<file path="src/rtl/cfgbank_pkg.sv">
`timescale 1ns/1ps
package cfgbank_pkg;
   localparam int FRAME_W = 32;
   localparam int ADDR_W  = 4;

   localparam logic [ADDR_W-1:0] ADR_CTRL = 4'd0;
   localparam logic [ADDR_W-1:0] ADR_REF  = 4'd13;
   localparam logic [ADDR_W-1:0] ADR_PLL  = 4'd14;
   localparam logic [ADDR_W-1:0] ADR_LOOP = 4'd15;
   localparam int SOFT_RST_BIT = 31;

   typedef struct packed {
      logic [1:0] mux;
      logic       en;
      logic [7:0] div;
      logic [3:0] dly;
   } chan_cfg_t;

   typedef struct packed {
      logic        fout_en;
      logic        glob_en;
      logic        pdn;
      logic [3:0]  mode;
      logic [11:0] rdiv;
   } pll_ctl_t;

   typedef struct packed {
      logic [1:0]  cp;
      logic [3:0]  post;
      logic [17:0] ndiv;
   } loop_cfg_t;

   localparam chan_cfg_t CH_DEFAULT   = '{mux: 2'd0, en: 1'b0, div: 8'd1, dly: 4'd0};
   localparam pll_ctl_t  PLL_DEFAULT  = '{fout_en: 1'b0, glob_en: 1'b1, pdn: 1'b0,
                                          mode: 4'd0, rdiv: 12'd10};
   localparam loop_cfg_t LOOP_DEFAULT = '{cp: 2'd0, post: 4'd2, ndiv: 18'd760};
   localparam logic [7:0] REF_DEFAULT = 8'd10;

   localparam int CH_CFG_W = $bits(chan_cfg_t);

   function automatic chan_cfg_t chan_from_frame(input logic [FRAME_W-1:0] f);
      chan_cfg_t c;
      c.mux = f[18:17];
      c.en  = f[16];
      c.div = f[15:8];
      c.dly = f[7:4];
      return c;
   endfunction

   function automatic pll_ctl_t pll_from_frame(input logic [FRAME_W-1:0] f);
      pll_ctl_t p;
      p.fout_en = f[28];
      p.glob_en = f[27];
      p.pdn     = f[26];
      p.mode    = f[23:20];
      p.rdiv    = f[19:8];
      return p;
   endfunction

   function automatic loop_cfg_t loop_from_frame(input logic [FRAME_W-1:0] f);
      loop_cfg_t l;
      l.cp   = f[31:30];
      l.post = f[29:26];
      l.ndiv = f[25:8];
      return l;
   endfunction
endpackage

</file>
<file path="src/rtl/cfgbank_sync.sv">
`timescale 1ns/1ps
module cfgbank_sync #(
   parameter int WIDTH  = 1,
   parameter int STAGES = 2
) (
   input  logic             clk,
   input  logic             rst_n,
   input  logic [WIDTH-1:0] d,
   output logic [WIDTH-1:0] q
);
   if (STAGES < 2) begin : g_bad_stages
      $error("cfgbank_sync: STAGES must be at least 2");
   end

   logic [WIDTH-1:0] stg [STAGES];

   for (genvar i = 0; i < STAGES; i++) begin : g_stage
      if (i == 0) begin : g_first
         always_ff @(posedge clk or negedge rst_n) begin
            if (!rst_n) stg[0] <= '0;
            else        stg[0] <= d;
         end
      end else begin : g_next
         always_ff @(posedge clk or negedge rst_n) begin
            if (!rst_n) stg[i] <= '0;
            else        stg[i] <= stg[i-1];
         end
      end
   end

   assign q = stg[STAGES-1];
endmodule

</file>
<file path="src/rtl/cfgbank_shifter.sv">
`timescale 1ns/1ps
module cfgbank_shifter
   import cfgbank_pkg::*;
(
   input  logic               clk,
   input  logic               rst_n,
   input  logic               sclk_s,
   input  logic               sdat_s,
   input  logic               le_s,
   output logic [FRAME_W-1:0] frame,
   output logic               shift_en,
   output logic               load
);
   logic sclk_d, le_d;

   assign shift_en = sclk_s && !sclk_d && !le_s;
   assign load     = le_s && !le_d;

   always_ff @(posedge clk or negedge rst_n) begin
      if (!rst_n) begin
         sclk_d <= 1'b0;
         le_d   <= 1'b0;
         frame  <= '0;
      end else begin
         sclk_d <= sclk_s;
         le_d   <= le_s;
         if (shift_en) frame <= {frame[FRAME_W-2:0], sdat_s};
      end
   end
endmodule

</file>
<file path="src/rtl/cfgbank_regs.sv">
`timescale 1ns/1ps
module cfgbank_regs
   import cfgbank_pkg::*;
#(
   parameter int NUM_CH  = 4,
   parameter int CH_BASE = 4
) (
   input  logic                     clk,
   input  logic                     rst_n,
   input  logic                     load,
   input  logic [FRAME_W-1:0]       frame,
   output chan_cfg_t [NUM_CH-1:0]   chans,
   output logic [7:0]               ref_mhz,
   output pll_ctl_t                 pll,
   output loop_cfg_t                loop_cfg,
   output logic                     cal_start
);
   logic [ADDR_W-1:0] addr;
   logic soft_rst, we_ref, we_pll, we_loop;
   logic upd_loop_q, cal_q;

   assign addr     = frame[ADDR_W-1:0];
   assign soft_rst = load && (addr == ADR_CTRL) && frame[SOFT_RST_BIT];
   assign we_ref   = load && (addr == ADR_REF);
   assign we_pll   = load && (addr == ADR_PLL);
   assign we_loop  = load && (addr == ADR_LOOP);

   for (genvar k = 0; k < NUM_CH; k++) begin : g_ch
      localparam logic [ADDR_W-1:0] MY_ADDR = ADDR_W'(CH_BASE + k);
      chan_cfg_t q;
      always_ff @(posedge clk or negedge rst_n) begin
         if (!rst_n)                         q <= CH_DEFAULT;
         else if (soft_rst)                  q <= CH_DEFAULT;
         else if (load && addr == MY_ADDR)   q <= chan_from_frame(frame);
      end
      assign chans[k] = q;
   end

   always_ff @(posedge clk or negedge rst_n) begin
      if (!rst_n) begin
         ref_mhz  <= REF_DEFAULT;
         pll      <= PLL_DEFAULT;
         loop_cfg <= LOOP_DEFAULT;
      end else if (soft_rst) begin
         ref_mhz  <= REF_DEFAULT;
         pll      <= PLL_DEFAULT;
         loop_cfg <= LOOP_DEFAULT;
      end else begin
         if (we_ref)  ref_mhz  <= frame[21:14];
         if (we_pll)  pll      <= pll_from_frame(frame);
         if (we_loop) loop_cfg <= loop_from_frame(frame);
      end
   end

   // calibration start trails the register 15 update by one cycle
   always_ff @(posedge clk or negedge rst_n) begin
      if (!rst_n) begin
         upd_loop_q <= 1'b0;
         cal_q      <= 1'b0;
      end else begin
         upd_loop_q <= we_loop;
         cal_q      <= upd_loop_q;
      end
   end

   assign cal_start = cal_q;
endmodule

</file>
<file path="src/rtl/cfg_serial_bank.sv">
`timescale 1ns/1ps
module cfg_serial_bank
   import cfgbank_pkg::*;
#(
   parameter int SYNC_STAGES = 2,
   parameter int NUM_CH      = 4,
   parameter int CH_BASE     = 4
) (
   input  logic                  clk,
   input  logic                  rst_n,
   input  logic                  ser_clk,
   input  logic                  ser_data,
   input  logic                  ser_le,
   output logic [2*NUM_CH-1:0]   ch_mux,
   output logic [NUM_CH-1:0]     ch_en,
   output logic [8*NUM_CH-1:0]   ch_div,
   output logic [4*NUM_CH-1:0]   ch_dly,
   output logic [7:0]            ref_mhz,
   output logic                  fout_en,
   output logic                  glob_out_en,
   output logic                  power_down,
   output logic [3:0]            status_mode,
   output logic [11:0]           r_div,
   output logic [1:0]            cp_gain,
   output logic [3:0]            post_div,
   output logic [17:0]           n_div,
   output logic                  cal_start
);
   localparam int CFG_W = NUM_CH * CH_CFG_W + 8 + $bits(pll_ctl_t) + $bits(loop_cfg_t);

   if (NUM_CH < 1 || CH_BASE < 1 || CH_BASE + NUM_CH > int'(ADR_REF)) begin : g_bad_map
      $error("cfg_serial_bank: channel addresses must lie between 1 and 12");
   end

   logic [2:0]         raw_in, sync_out;
   logic [FRAME_W-1:0] frame_word;
   logic               shift_en, load_pulse;
   chan_cfg_t [NUM_CH-1:0] chans;
   pll_ctl_t           pll;
   loop_cfg_t          loop_cfg;

   assign raw_in = {ser_le, ser_data, ser_clk};

   cfgbank_sync #(.WIDTH(3), .STAGES(SYNC_STAGES)) u_sync (
      .clk(clk), .rst_n(rst_n), .d(raw_in), .q(sync_out)
   );

   cfgbank_shifter u_shift (
      .clk(clk), .rst_n(rst_n),
      .sclk_s(sync_out[0]), .sdat_s(sync_out[1]), .le_s(sync_out[2]),
      .frame(frame_word), .shift_en(shift_en), .load(load_pulse)
   );

   cfgbank_regs #(.NUM_CH(NUM_CH), .CH_BASE(CH_BASE)) u_regs (
      .clk(clk), .rst_n(rst_n), .load(load_pulse), .frame(frame_word),
      .chans(chans), .ref_mhz(ref_mhz), .pll(pll), .loop_cfg(loop_cfg),
      .cal_start(cal_start)
   );

   for (genvar k = 0; k < NUM_CH; k++) begin : g_flat
      assign ch_mux[2*k +: 2] = chans[k].mux;
      assign ch_en[k]         = chans[k].en;
      assign ch_div[8*k +: 8] = chans[k].div;
      assign ch_dly[4*k +: 4] = chans[k].dly;
   end

   assign fout_en     = pll.fout_en;
   assign glob_out_en = pll.glob_en;
   assign power_down  = pll.pdn;
   assign status_mode = pll.mode;
   assign r_div       = pll.rdiv;
   assign cp_gain     = loop_cfg.cp;
   assign post_div    = loop_cfg.post;
   assign n_div       = loop_cfg.ndiv;
endmodule

</file>
<file path="config.mk">
export PLATFORM = sky130hd
export DESIGN_NAME = cfg_serial_bank
export DESIGN_NICKNAME = d
export VERILOG_FILES = /design/src/rtl/cfgbank_pkg.sv /design/src/rtl/cfgbank_sync.sv /design/src/rtl/cfgbank_shifter.sv /design/src/rtl/cfgbank_regs.sv /design/src/rtl/cfg_serial_bank.sv
export SDC_FILE = /design/constraint.sdc
export NUM_CORES = 1
export LEC_CHECK = 0
export BUFFER_PORTS_ARGS = -buffer_cell sky130_fd_sc_hd__buf_2
export CAP_MARGIN = 10
export CORE_MARGIN = 5
export CORE_UTILIZATION = 50
export DETAILED_ROUTE_END_ITERATION = 7
export HOLD_SLACK_MARGIN = 0.08
export MAX_ROUTING_LAYER = met4
export PLACE_DENSITY = 0.75
export SKIP_LAST_GASP = 1
export SLEW_MARGIN = 0
export SYNTH_ARGS = -nofsm -noshare
export SYNTH_HDL_FRONTEND = slang
export SYNTH_SLANG_ARGS = --single-unit
</file>
<file path="constraint.sdc">
create_clock -name clk -period 1.65 [get_ports clk]
set_clock_uncertainty 0.05 [all_clocks]
set_input_delay 0.2475 -clock clk [delete_from_list [all_inputs] [get_ports clk]]
set_output_delay 0.2475 -clock clk [all_outputs]
set_load 0.01 [all_outputs]
</file>
* Word level (Yosys, flattened, before mapping)
Cells that the tools add are included.
Operators by class: add/subtract/negate cells 0, multiply operators 0, div/mod/pow operators 0, $lt $le $gt $ge 0, eq/ne operators 7, shift-type cells 0, muxes and demuxes 14, bitwise logic cells 0, reductions and logical operators 23
Operator list (count):
- 2-to-1 mux 15 bit | 8
- 2-to-1 mux 24 bit | 2
- 2-to-1 mux 19 bit | 2
- == test 4 x 3 -> 1 bit, second input constant | 4
- 2-to-1 mux 8 bit | 2
- nonzero test 2 bit | 7
- == test 4 bit, second input constant | 3
- logical AND 1 bit | 12
- logical NOT 4 bit | 1
- logical NOT 1 bit | 3
Storage, ports and cells: register bits 153, bits in latches 0, memory bits (writable) 0, bits in read-only memories 0, bits of input ports 5, output and inout port bits 112, word-level logic and storage cells 76, memories kept 0

* Logic depth before layout (Yosys ltp)
Gate-level depths: netlist of the first run.
word-level depth 5, mapped depth 8, depth with buffers taken out 3

* Cells and area by module
A second synthesis of the first run with hierarchy kept.
Unflattened totals: cell total of the unflattened synthesis 599, area total of the unflattened synthesis 6543.8 µm²
Modules (own cells, without submodules):
- cfgbank_regs | instances 1, cells each 519, area each 5101.1 µm², seq. area each 2847.7 µm²
- cfgbank_shifter | instances 1, cells each 71, area each 1270.0 µm², seq. area each 850.8 µm²
- cfgbank_sync | instances 1, cells each 9, area each 172.7 µm², seq. area each 150.1 µm²

* Worst setup path before layout of the first run
No wires, ideal clock.
path type register to register, from register u_shift.frame[1], to register, netlist name u_regs.loop_cfg[0], setup time 0.123 ns, arrival time 1.404 ns, data required time 1.477 ns, setup slack 0.072 ns, cell stages (with the launch flop) 9, cells stage by stage dfrtp_1 buf_2 or2_1 buf_2 nor3b_2 buf_4 buf_6 buf_8 a21oi_1
On the way: longest elaborated chain between the ends 4, elaborated cells between the ends (all ways) 7
RTL lines:
- start: declaration | RTL line cfgbank_shifter.sv:10 | output logic [FRAME_W-1:0] frame,
- start signal: assignment | RTL line cfgbank_shifter.sv:27 | if (shift_en) frame <= {frame[FRAME_W-2:0], sdat_s};
- logical NOT 4 bit | RTL line cfgbank_regs.sv:23 | assign soft_rst = load && (addr == ADR_CTRL) && frame[SOFT_RST_BIT];
- logical AND 1 bit (2 in a row) | RTL line cfgbank_regs.sv:23
- 2-to-1 mux 24 bit / nonzero test 2 bit (equally long branches)
Several ways; a longest one is shown, not always the timed one. A chain may end at the register's enable or synchronous reset.

* Final worst setup path of the first run
from register u_shift.frame[3], to register u_regs.g_ch[3].q, in the netlist u_regs.chans[58]
On the way: longest elaborated chain between the ends 4, elaborated cells between the ends (all ways) 7
RTL lines:
- logical NOT 4 bit | RTL line cfgbank_regs.sv:23
- logical AND 1 bit (2 in a row) | RTL line cfgbank_regs.sv:23
- 2-to-1 mux 15 bit / nonzero test 2 bit (equally long branches)
- end signal: assignment | RTL line cfgbank_regs.sv:34 | else if (load && addr == MY_ADDR) q <= chan_from_frame(frame);
- end: declaration | RTL line cfgbank_regs.sv:30 | chan_cfg_t q;
Several ways; a longest one is shown, not always the timed one.

==> out/metrics.csv, run 1 <==
stage;metric;value;unit
grt;pin count of the biggest net entering global routing;61;
synth;largest area contributor in the netlist;dfrtp_1;
drt;Routed WL;18500;µm
drt;drt first pass iters;5;
clock_network;CTS buffer count;17;
grt;initial antenna violation count;0;
drt;Vias;5454;
grt;grt met1 use;32.83;%
worst_setup_path;Critical Path AT;1.99;ns
grt;GR peak layer;met2;
drt;DRC viols;0;
finish;Fill cells;1008;
drt;initial DRC count;713;
finish;layout cells sized above 1;35.91;%
worst_setup_path;crit-path max cell delay;0.42;ns
synth;count leader, synth;dfrtp_1;
timing;setup violators final;2;
floorplanning;Die ar.;14980;µm²
timing;RSZ-0062 raised after global routing;true;
grt;global routing usage on met3;4.931;%
clock_network;Clock Tree Buf Depth;2;
worst_setup_path;Crit Reg-Reg Startpoint;u_shift.frame[3]$_DFFE_PN0P_;
timing;final hold vios;0;
synth;Post-Syn Nets;603;
worst_setup_path;CP endpoint kind;flop;
grt;wire length of the first global-routing pass;27790;µm
floorplanning;Initial Utilization;50.47;%
drt;routed len/inst;20.65;µm
finish;nets@finish;716;
synth;dominant cells by area after synthesis;dfrtp_1 (54%), nand3_1 (9.6%), o21ai_0 (8.5%);
worst_setup_path;critical path, cell by cell;buf_6 -> nor4bb_4 -> buf_6 -> buf_8 -> nand3_1 -> a21oi_1;
synth;EDFF count, synth;0;
run_status;failing checks;setup timing;
timing;Slew HR;68.37;%
grt;met2 Usage GRT;37.55;%
timing;fin crit share;102.8;%
clock_network;CTS tree;yes;
worst_setup_path;critical path class;flop to flop;
floorplanning;IO Pins;117;
grt;grt ovf;0;
worst_setup_path;Register-to-Register Path Depth;6;
finish;Layout area overhead;27.39;%
finish;final core occ;64.29;%
clock_network;root buffer cell;clkbuf_16;
timing;Slew Viols, Final;0;
clock_network;TritonCTS sink count;153;
synth;Synth top cells by count;dfrtp_1 (137), nand3_1 (121), o21ai_0 (107);
floorplanning;# rows;41;
finish;# diodes;0;
clock_network;Clk pin slew, worst setup/hold paths;0.06;ns
floorplanning;Die W;122.4;µm
worst_setup_path;most frequent cell on the critical path;buf_6;
pwr;PD cells;1182;nW/µm²
timing;Worst-Margin Slew;0.4745;ns
floorplanning;DIE HEIGHT;122.4;µm
clock_network;clk_lat worst skew;0.43;ns
synth;fraction of registers with async set/reset;100.0;%
synth;register area share after synthesis;60.92;%
clock_network;H-Tree Depth;4;
pwr;Lkg Pwr;3.855;nW
worst_setup_path;worst-path fanout max;15;
synth;Post-Syn Instances;598;
drt;post-route ant nets;0;
synth;Synth Cell Area;6317;µm²
pwr;total power;0.009515;W
job;Max Cap Viol;0;
worst_setup_path;CP max-delay cell;dfrtp_1;
synth;Synth cell types;26;
worst_setup_path;CP required;1.94;ns
placement;DP HPWL;11070;µm
grt;All-Layer GR Usage;24.62;%
timing;Max Clock Freq;589.8;MHz
worst_setup_path;type of origin of the critical path;flop;
timing;minimum clock period;1.695;ns
floorplanning;core area;12520;µm²
grt;number of global-route vias before repair;5312;
synth;most common flop cell mapped by yosys;dfrtp_1;
drt;Via-to-Cell Ratio;6.087;
worst_setup_path;internal reg-to-reg setup slack;-0.05;ns
synth;Avg Cell Area, Syn;10.56;µm²
placement;Routability Congestion;0.7918;
worst_setup_path;reg2reg end;u_regs.chans[58]$_DFFE_PN0P_;
synth;top cell type's share of synthesized area;54.27;%
min_path;Hold Crit Class;primary input to async pin;
placement;count of buffers from port buffering;116;
synth;YS warnings;0;
run_status;run status;finished with violations;
pwr;Peak VDD IR;0.6350;mV
timing;PnR worst setup slack;-0.04540;ns
synth;synthesis-stage register bit count;153;
timing;Fin Hold WS;0.2742;ns
[flip-flops by register name, summed over array words and instances (netlist names)]
signal	cells
u_regs.pll	19
u_shift.sclk_d	1
u_regs.cal_start	1
u_regs.upd_loop_q	1
u_shift.frame	32
u_sync.stg	3
u_regs.ref_mhz	8
u_regs.chans	60
u_sync.q	3
u_regs.loop_cfg	24
u_shift.le_d	1
[per-stage QoR]
step	cells	area [µm²]	setup TNS, ns	setup slack [ns]
floorplan	598	6317	0	0.07206
global placement	852	7237	-0.003943	-0.002699
detailed placement	852	7237	-0.05982	-0.01622
CTS	888	7836	-0.01711	-0.01032
global route	896	8048	-3.467	-0.1279
finish	896	8048	-0.05389	-0.04540
[per-layer routing]
metal | vias up | part of all wire, %
met5 | - | 0
met4 | 0 | 2.8
met3 | 55 | 8.8
met2 | 331 | 48
met1 | 2691 | 40
li1 | 2377 | -
[layout by cell type (no fill, tap or decap)]
master	n
clkbuf_8	2
clkinvlp_4	4
nand3_1	120
nand2_2	1
nand2b_1	2
dlygate4sd3_1	4
o21ai_0	101
nand4bb_2	1
buf_8	2
clkbuf_16	20
or2_1	1
nor4bb_4	2
dfstp_2	16
buf_2	115
dfrtp_1	134
buf_4	19
a21oi_1	82
clkinv_4	6
inv_6	1
o31a_1	3
nor2b_2	2
and4b_1	1
dfrtp_2	3
nand4b_1	1
clkbuf_1	1
o21ai_1	7
buf_6	5
nand3b_1	1
nor2_1	2
mux2_2	32
nor3b_4	2
clkinv_2	1
and2_1	1
or3_1	3
buf_12	12
nand3_2	1
a21oi_2	13
[worst max-delay path by stage]
stage | from | to | slack, ns | cells after the start
after floorplan | u_shift.frame[1]$_DFFE_PN0P_ | u_regs.loop_cfg[0]$_DFFE_PN0P_ | 0.07 | 8
after global placement | u_shift.le_d$_DFF_PN0_ | u_regs.loop_cfg[5]$_DFFE_PN1P_ | -0.003 | 4
after detailed placement | u_shift.le_d$_DFF_PN0_ | u_regs.chans[40]$_DFFE_PN0P_ | -0.02 | 4
after CTS | u_shift.le_d$_DFF_PN0_ | u_regs.loop_cfg[6]$_DFFE_PN1P_ | -0.01 | 4
after global routing | u_shift.frame[3]$_DFFE_PN0P_ | u_regs.chans[58]$_DFFE_PN0P_ | -0.13 | 6
final | u_shift.frame[3]$_DFFE_PN0P_ | u_regs.chans[58]$_DFFE_PN0P_ | -0.05 | 6
[layout make-up]
| type | count | area (µm²) | share of cell area (%) |
|---|---|---|---|
| Multi-Input combinational cell | 379 | 2267 | 28.17 |
| Clock inverter | 12 | 96.34 | 1.197 |
| Timing Repair Buffer | 160 | 1160 | 14.41 |
| Sequential cell | 153 | 3852 | 47.87 |
| Tap cell | 172 | 215.2 | 2.674 |
| Clock buffer | 20 | 456.7 | 5.675 |
[worst max-delay path: cells and delay by family (launching register included)]
kind	cells	cell delay (ns)
buf+inv	3	0.53
flops	1	0.42
compound gates	1	0.19
simple gates	2	0.41
[power by group]
part           internal, W  switching (W)
clock              0.00201        0.00157
sequential         0.00400       0.000315
combinational     0.000602        0.00101
total              0.00662        0.00290
[what timing repair did]
item	4_1_cts	5_1_grt
buffers inserted	0	3
endpoints found under the setup margin	82	100
cloned	0	5
gates resized for setup	1	34
pin swaps	0	2
hold buffers	4	0
endpoints found under the hold margin	69	0
[cells by family (layout without fill, tap and decap cells)]
kind of cell           after synthesis  after routing  share of synthesized area [%]
AND/OR/NAND/NOR                    141            141                          11.96
flip-flops                         153            153                          60.92
buffers and inverters               66            192                          4.912
AO/OA/AOI/OAI                      206            206                          16.50
multiplexers                        32             32                          5.704
Power figures use the tool's default switching activity.
==> inputs of run 2 (changes only) <==
--- a/config.mk
+++ b/config.mk
@@ -13,6 +13,7 @@
 export HOLD_SLACK_MARGIN = 0.08
 export MAX_ROUTING_LAYER = met4
 export PLACE_DENSITY = 0.75
+export RECOVER_POWER = 50
 export SKIP_LAST_GASP = 1
 export SLEW_MARGIN = 0
 export SYNTH_ARGS = -nofsm -noshare
==> out/metrics.csv, run 2 (synthesis results as in run 1) <==
stage;metric;value;unit
clock_network;root buffer cell;clkbuf_16;
placement;count of buffers from port buffering;116;
drt;post-route ant nets;0;
job;Max Cap Viol;0;
floorplanning;Die W;122.4;µm
floorplanning;Initial Utilization;50.47;%
pwr;Peak VDD IR;0.6341;mV
floorplanning;IO Pins;117;
timing;Slew Viols, Final;0;
timing;final hold vios;0;
drt;DRC viols;0;
placement;Setup WS pre-CTS;-0.01622;ns
worst_setup_path;cell depth of the worst setup path;6;
placement;DP HPWL;11070;µm
pwr;PD cells;1190;nW/µm²
timing;Worst-Margin Slew;0.7276;ns
grt;wire length of the first global-routing pass;27790;µm
worst_setup_path;critical path class;flop to flop;
floorplanning;DIE HEIGHT;122.4;µm
drt;drt first pass iters;5;
worst_setup_path;CP max-delay cell;dfrtp_1;
drt;Via-to-Cell Ratio;6.085;
finish;commonest non-fill, non-tap cell in the layout;dfrtp_1;
clock_network;TritonCTS sink count;153;
timing;Slew HR;51.49;%
finish;most frequent cells in the layout;dfrtp_1 (134), nand3_1 (120), o21ai_0 (101);
run_status;failing checks;setup timing;
clock_network;Clock Tree Buf Depth;2;
placement;Routability Congestion;0.7918;
pwr;total power;0.009484;W
clock_network;CTS tree;yes;
worst_setup_path;worst-path fanout max;15;
clock_network;Clk pin slew, worst setup/hold paths;0.06;ns
min_path;Hold Crit Class;primary input to async pin;
finish;Largest register FFs;60;
timing;Max Clock Freq;585.8;MHz
finish;layout cells sized above 1;32.73;%
worst_setup_path;Crit Reg-Reg Startpoint;u_shift.frame[3]$_DFFE_PN0P_;
grt;All-Layer GR Usage;24.62;%
drt;Vias;5452;
clock_network;H-Tree Depth;4;
timing;setup violators final;3;
worst_setup_path;critical path, cell by cell;buf_6 -> nor4bb_4 -> buf_6 -> buf_8 -> nand3_1 -> a21oi_1;
grt;pin count of the biggest net entering global routing;61;
drt;Routed WL;18500;µm
floorplanning;core area;12520;µm²
timing;fin crit share;103.5;%
finish;final core occ;63.68;%
grt;grt ovf;0;
timing;Fin Hold WS;0.2554;ns
grt;initial antenna violation count;0;
worst_setup_path;delay-heaviest family, CP;buffers and inverters;
grt;number of global-route vias before repair;5312;
clock_network;CTS buffer count;17;
worst_setup_path;Critical path buffers and inverters;3;
floorplanning;Die ar.;14980;µm²
worst_setup_path;Critical Path AT;2.00;ns
run_status;run status;finished with violations;
worst_setup_path;type of origin of the critical path;flop;
worst_setup_path;most frequent cell on the critical path;buf_6;
worst_setup_path;crit-path max cell delay;0.42;ns
floorplanning;# rows;41;
pwr;Lkg Pwr;3.741;nW
timing;PnR worst setup slack;-0.05714;ns
clock_network;clk_lat worst skew;0.43;ns
timing;minimum clock period;1.707;ns
worst_setup_path;CP endpoint kind;flop;
timing;RSZ-0062 raised after global routing;true;
finish;Layout area overhead;26.18;%
finish;nets@finish;716;
drt;initial DRC count;740;
drt;routed len/inst;20.65;µm
finish;# diodes;0;
worst_setup_path;CP required;1.94;ns
worst_setup_path;Register-to-Register Path Depth;6;
worst_setup_path;Crit. Startpoint;u_shift.frame[3]$_DFFE_PN0P_;
[run 2: through the flow]
step / TNS, ns / cell area [µm²] / instances
final: -0.06774 / 7971 / 896
after detailed placement: -0.05982 / 7237 / 852
after global routing: -3.467 / 7971 / 896
after global placement: -0.003943 / 7237 / 852
after CTS: -0.01711 / 7836 / 888
after floorplan: 0 / 6317 / 598
[run 2: path summary, 6_finish.rpt]
kind	endpoint	slack (ns)
worst min register to register	u_regs.cal_start$_DFF_PN0_	0.29
worst min-delay path	u_shift.sclk_d$_DFF_PN0_	0.26
worst max register to register	u_regs.chans[58]$_DFFE_PN0P_	-0.06
worst max-delay path	u_regs.chans[58]$_DFFE_PN0P_	-0.06
min in group clk	u_regs.cal_start$_DFF_PN0_	0.29
max in group asynchronous	u_regs.loop_cfg[22]$_DFFE_PN0P_	0.21
[run 2: area by class of cell]
type / count / area (µm²)
multi-input cells: 379 / 2267
well taps: 172 / 215.2
flip-flops and latches: 153 / 3852
fillers: 1030 / 4546
clock buffers: 20 / 456.7
repair buffers: 160 / 1084
clock inverters: 12 / 96.34
[run 2: power by group]
part | total, W | switching, W | internal (W) | leakage [nW]
Combinational | 0.00158 | 0.000999 | 0.000579 | 1.44
Sequential | 0.00432 | 0.000316 | 0.00400 | 2.04
Clock | 0.00359 | 0.00157 | 0.00201 | 0.259
[run 2: what timing repair did]
item | in CTS | in global routing
buffers inserted | 0 | 3
hold buffers | 4 | 0
hold endpoints to repair | 69 | 0
gates resized for setup | 1 | 34
pin swaps | 0 | 2
endpoints found under the setup margin | 82 | 100
gates cloned | 0 | 5
[run 2: metal layers]
layer | share of wire [%] | vias up | global-route usage [%] | wire [µm]
li1 | - | 2381 | - | -
met1 | 40 | 2713 | 32.83 | 7406
met2 | 48 | 296 | 37.55 | 8957
met3 | 8.6 | 62 | 4.931 | 1584
met4 | 3.0 | 0 | 9.517 | 551
met5 | 0 | - | - | 0
==> inputs of run 3 (changes only) <==
--- a/config.mk
+++ b/config.mk
@@ -9,6 +9,7 @@
 export CAP_MARGIN = 10
 export CORE_MARGIN = 5
 export CORE_UTILIZATION = 50
+export CTS_CLUSTER_SIZE = 20
 export DETAILED_ROUTE_END_ITERATION = 7
 export HOLD_SLACK_MARGIN = 0.08
 export MAX_ROUTING_LAYER = met4
@@ -18,4 +19,5 @@
 export SLEW_MARGIN = 0
 export SYNTH_ARGS = -nofsm -noshare
 export SYNTH_HDL_FRONTEND = slang
+export SYNTH_HIERARCHICAL = 1
 export SYNTH_SLANG_ARGS = --single-unit
==> out/metrics.csv, run 3 <==
stage;metric;value;unit
run_status;run status;completed;
min_path;Hold Crit Class;flop to flop;
pwr;Peak VDD IR;0.8209;mV
floorplanning;DIE HEIGHT;124.4;µm
timing;setup violators final;0;
timing;Slew Viols, Final;0;
timing;Setup TNS;0;ns
synth;Synth cell types;27;
synth;count leader, synth;dfrtp_1;
grt;All-Layer GR Usage;24.48;%
synth;Synth Cell Area;6544;µm²
grt;number of global-route vias before repair;5461;
drt;met3 wire length;1288;µm
synth;largest area contributor in the netlist;dfrtp_1;
floorplanning;Die ar.;15480;µm²
worst_setup_path;type of origin of the critical path;flop;
synth;EDFF count, synth;0;
drt;met2 WL post-DR;9112;µm
timing;fin crit share;97.08;%
finish;nets@finish;710;
finish;area of the multi-input gates;2360;µm²
timing;final hold vios;0;
floorplanning;IO Pins;117;
grt;wire length of the first global-routing pass;29620;µm
finish;Fill cells;1020;
placement;count of buffers from port buffering;116;
synth;most common flop cell mapped by yosys;dfrtp_1;
timing;Max Clock Freq;624.3;MHz
drt;Via-to-Cell Ratio;6.011;
drt;Routed WL;18630;µm
drt;routed len/inst;20.93;µm
clock_network;root buffer cell;clkbuf_16;
worst_setup_path;Crit. Startpoint;u_sync/q[2]$_DFF_PN0_;
worst_setup_path;CP endpoint kind;flop;
min_path;HP Start;u_sync/stg[5]$_DFF_PN0_;
finish;final core occ;63.32;%
timing;Slew HR;44.24;%
synth;fraction of registers with async set/reset;100.0;%
finish;Layout Cells excl Fill;890;
synth;Synth top cells by count;dfrtp_1 (137), nand3_1 (114), o21ai_0 (110);
finish;# diodes;0;
drt;Max Used Layer;met4;
synth;register area share after synthesis;58.81;%
clock_network;Clock Tree Buf Depth;2;
worst_setup_path;critical path class;flop to flop;
clock_network;H-Tree Depth;4;
pwr;total power;0.01029;W
finish;Largest register FFs;60;
finish;Layout area overhead;23.10;%
job;Max Cap Viol;0;
drt;initial DRC count;676;
placement;dpl cells;852;
synth;dominant cells by area after synthesis;dfrtp_1 (52%), nand3_1 (8.7%), o21ai_0 (8.4%);
finish;register area;3850;µm²
worst_setup_path;Crit Reg-Reg Startpoint;u_sync/q[2]$_DFF_PN0_;
worst_setup_path;worst-path fanout max;53;
synth;synthesis-stage register bit count;153;
synth;Post-Syn Nets;604;
pwr;Lkg Pwr;3.645;nW
floorplanning;Initial Utilization;51.44;%
placement;DP HPWL;11300;µm
floorplanning;# rows;41;
clock_network;CTS buffer count;17;
worst_setup_path;Critical Path AT;1.86;ns
placement;Routability Congestion;0.8166;
pwr;PD cells;1278;nW/µm²
grt;initial antenna violation count;0;
floorplanning;Die W;124.4;µm
drt;post-route ant nets;0;
drt;DRC viols;0;
worst_setup_path;CP required;1.91;ns
drt;Metal-1 WL;7776;µm
finish;layout cells sized above 1;33.57;%
synth;top cell type's share of synthesized area;52.39;%
grt;grt ovf;0;
floorplanning;core area;12720;µm²
drt;drt first pass iters;5;
synth;Post-Syn Instances;599;
drt;Vias;5350;
timing;Worst-Margin Slew;0.8364;ns
clock_network;CTS tree;yes;
finish;most frequent cells in the layout;dfrtp_1 (136), nand3_1 (114), o21ai_0 (104);
clock_network;TritonCTS sink count;153;
clock_network;Clk pin slew, worst setup/hold paths;0.06;ns
timing;minimum clock period;1.602;ns
clock_network;clk_lat worst skew;0.43;ns
synth;Avg Cell Area, Syn;10.92;µm²
synth;YS warnings;6;
timing;RSZ-0062 raised after global routing;true;
grt;pin count of the biggest net entering global routing;54;
finish;commonest non-fill, non-tap cell in the layout;dfrtp_1;
[run 3: critical path, cell delays in order (launching register included)]
cell and delay (ns):
dfrtp_1 0.41, nor2b_4 0.23, nand3b_1 0.19, buf_12 0.24
o21ai_0 0.27, a21oi_2 0.08
[run 3: area by class of cell]
type                            count  share of cell area [%]
Clock inverter                      8                   2.361
Multi-Input combinational cell    383                   29.29
Timing Repair Buffer              150                   12.02
Sequential cell                   153                   47.79
Tap cell                          172                   2.672
Clock buffer                       24                   5.856
[run 3: path summary, 6_finish.rpt]
kind                       slack [ns]  cells past startpoint                               to
max                              0.05                      5     u_regs/chans[32]$_DFFE_PN0P_
min                              0.30                      0            u_sync/q[2]$_DFF_PN0_
max reg2reg                      0.05                      5     u_regs/chans[32]$_DFFE_PN0P_
min reg2reg                      0.30                      0            u_sync/q[2]$_DFF_PN0_
max in group asynchronous        0.21                      3     u_regs/chans[34]$_DFFE_PN1P_
min in group asynchronous        0.41                      2  u_regs/loop_cfg[18]$_DFFE_PN0P_
[run 3: cells by family (layout without fill, tap and decap cells)]
group           count (synthesis)  count (layout)  share of synthesized area (%)
compound gates                213             213                          19.16
flops                         153             153                          58.81
simple gates                  138             138                          11.17
buf+inv                        63             182                          5.354
mux                            32              32                          5.507
[run 3: power by group]
group | switching [W] | total [W] | internal [W]
combinational | 0.00103 | 0.00156 | 0.000533
sequential | 0.000314 | 0.00436 | 0.00404
clock | 0.00146 | 0.00438 | 0.00291
total | 0.00280 | 0.0103 | 0.00749
[run 3: through the flow]
step | setup slack, ns | hold WS, ns | cell area, µm²
global placement | 0.05193 | 0.1000 | 7363
CTS | 0.05853 | 0.2210 | 8073
finish | 0.04817 | 0.2998 | 8055
detailed placement | -0.04954 | 0.1041 | 7363
floorplan | 0.04290 | -0.09809 | 6544
global route | -0.03166 | 0.3026 | 8055
[run 3: timing repair]
item	4_1_cts	5_1_grt
setup endpoints to repair	92	17
endpoints found under the hold margin	147	0
hold buffers	4	0
setup buffers	0	0
gates cloned	0	2
gates resized for setup	3	7
[run 3: layer usage]
layer / GRT usage [%] / vias to the layer above
met5: - / -
met3: 6.003 / 46
met2: 37.31 / 271
met4: 9.800 / 0
met1: 31.68 / 2678
li1: - / 2355
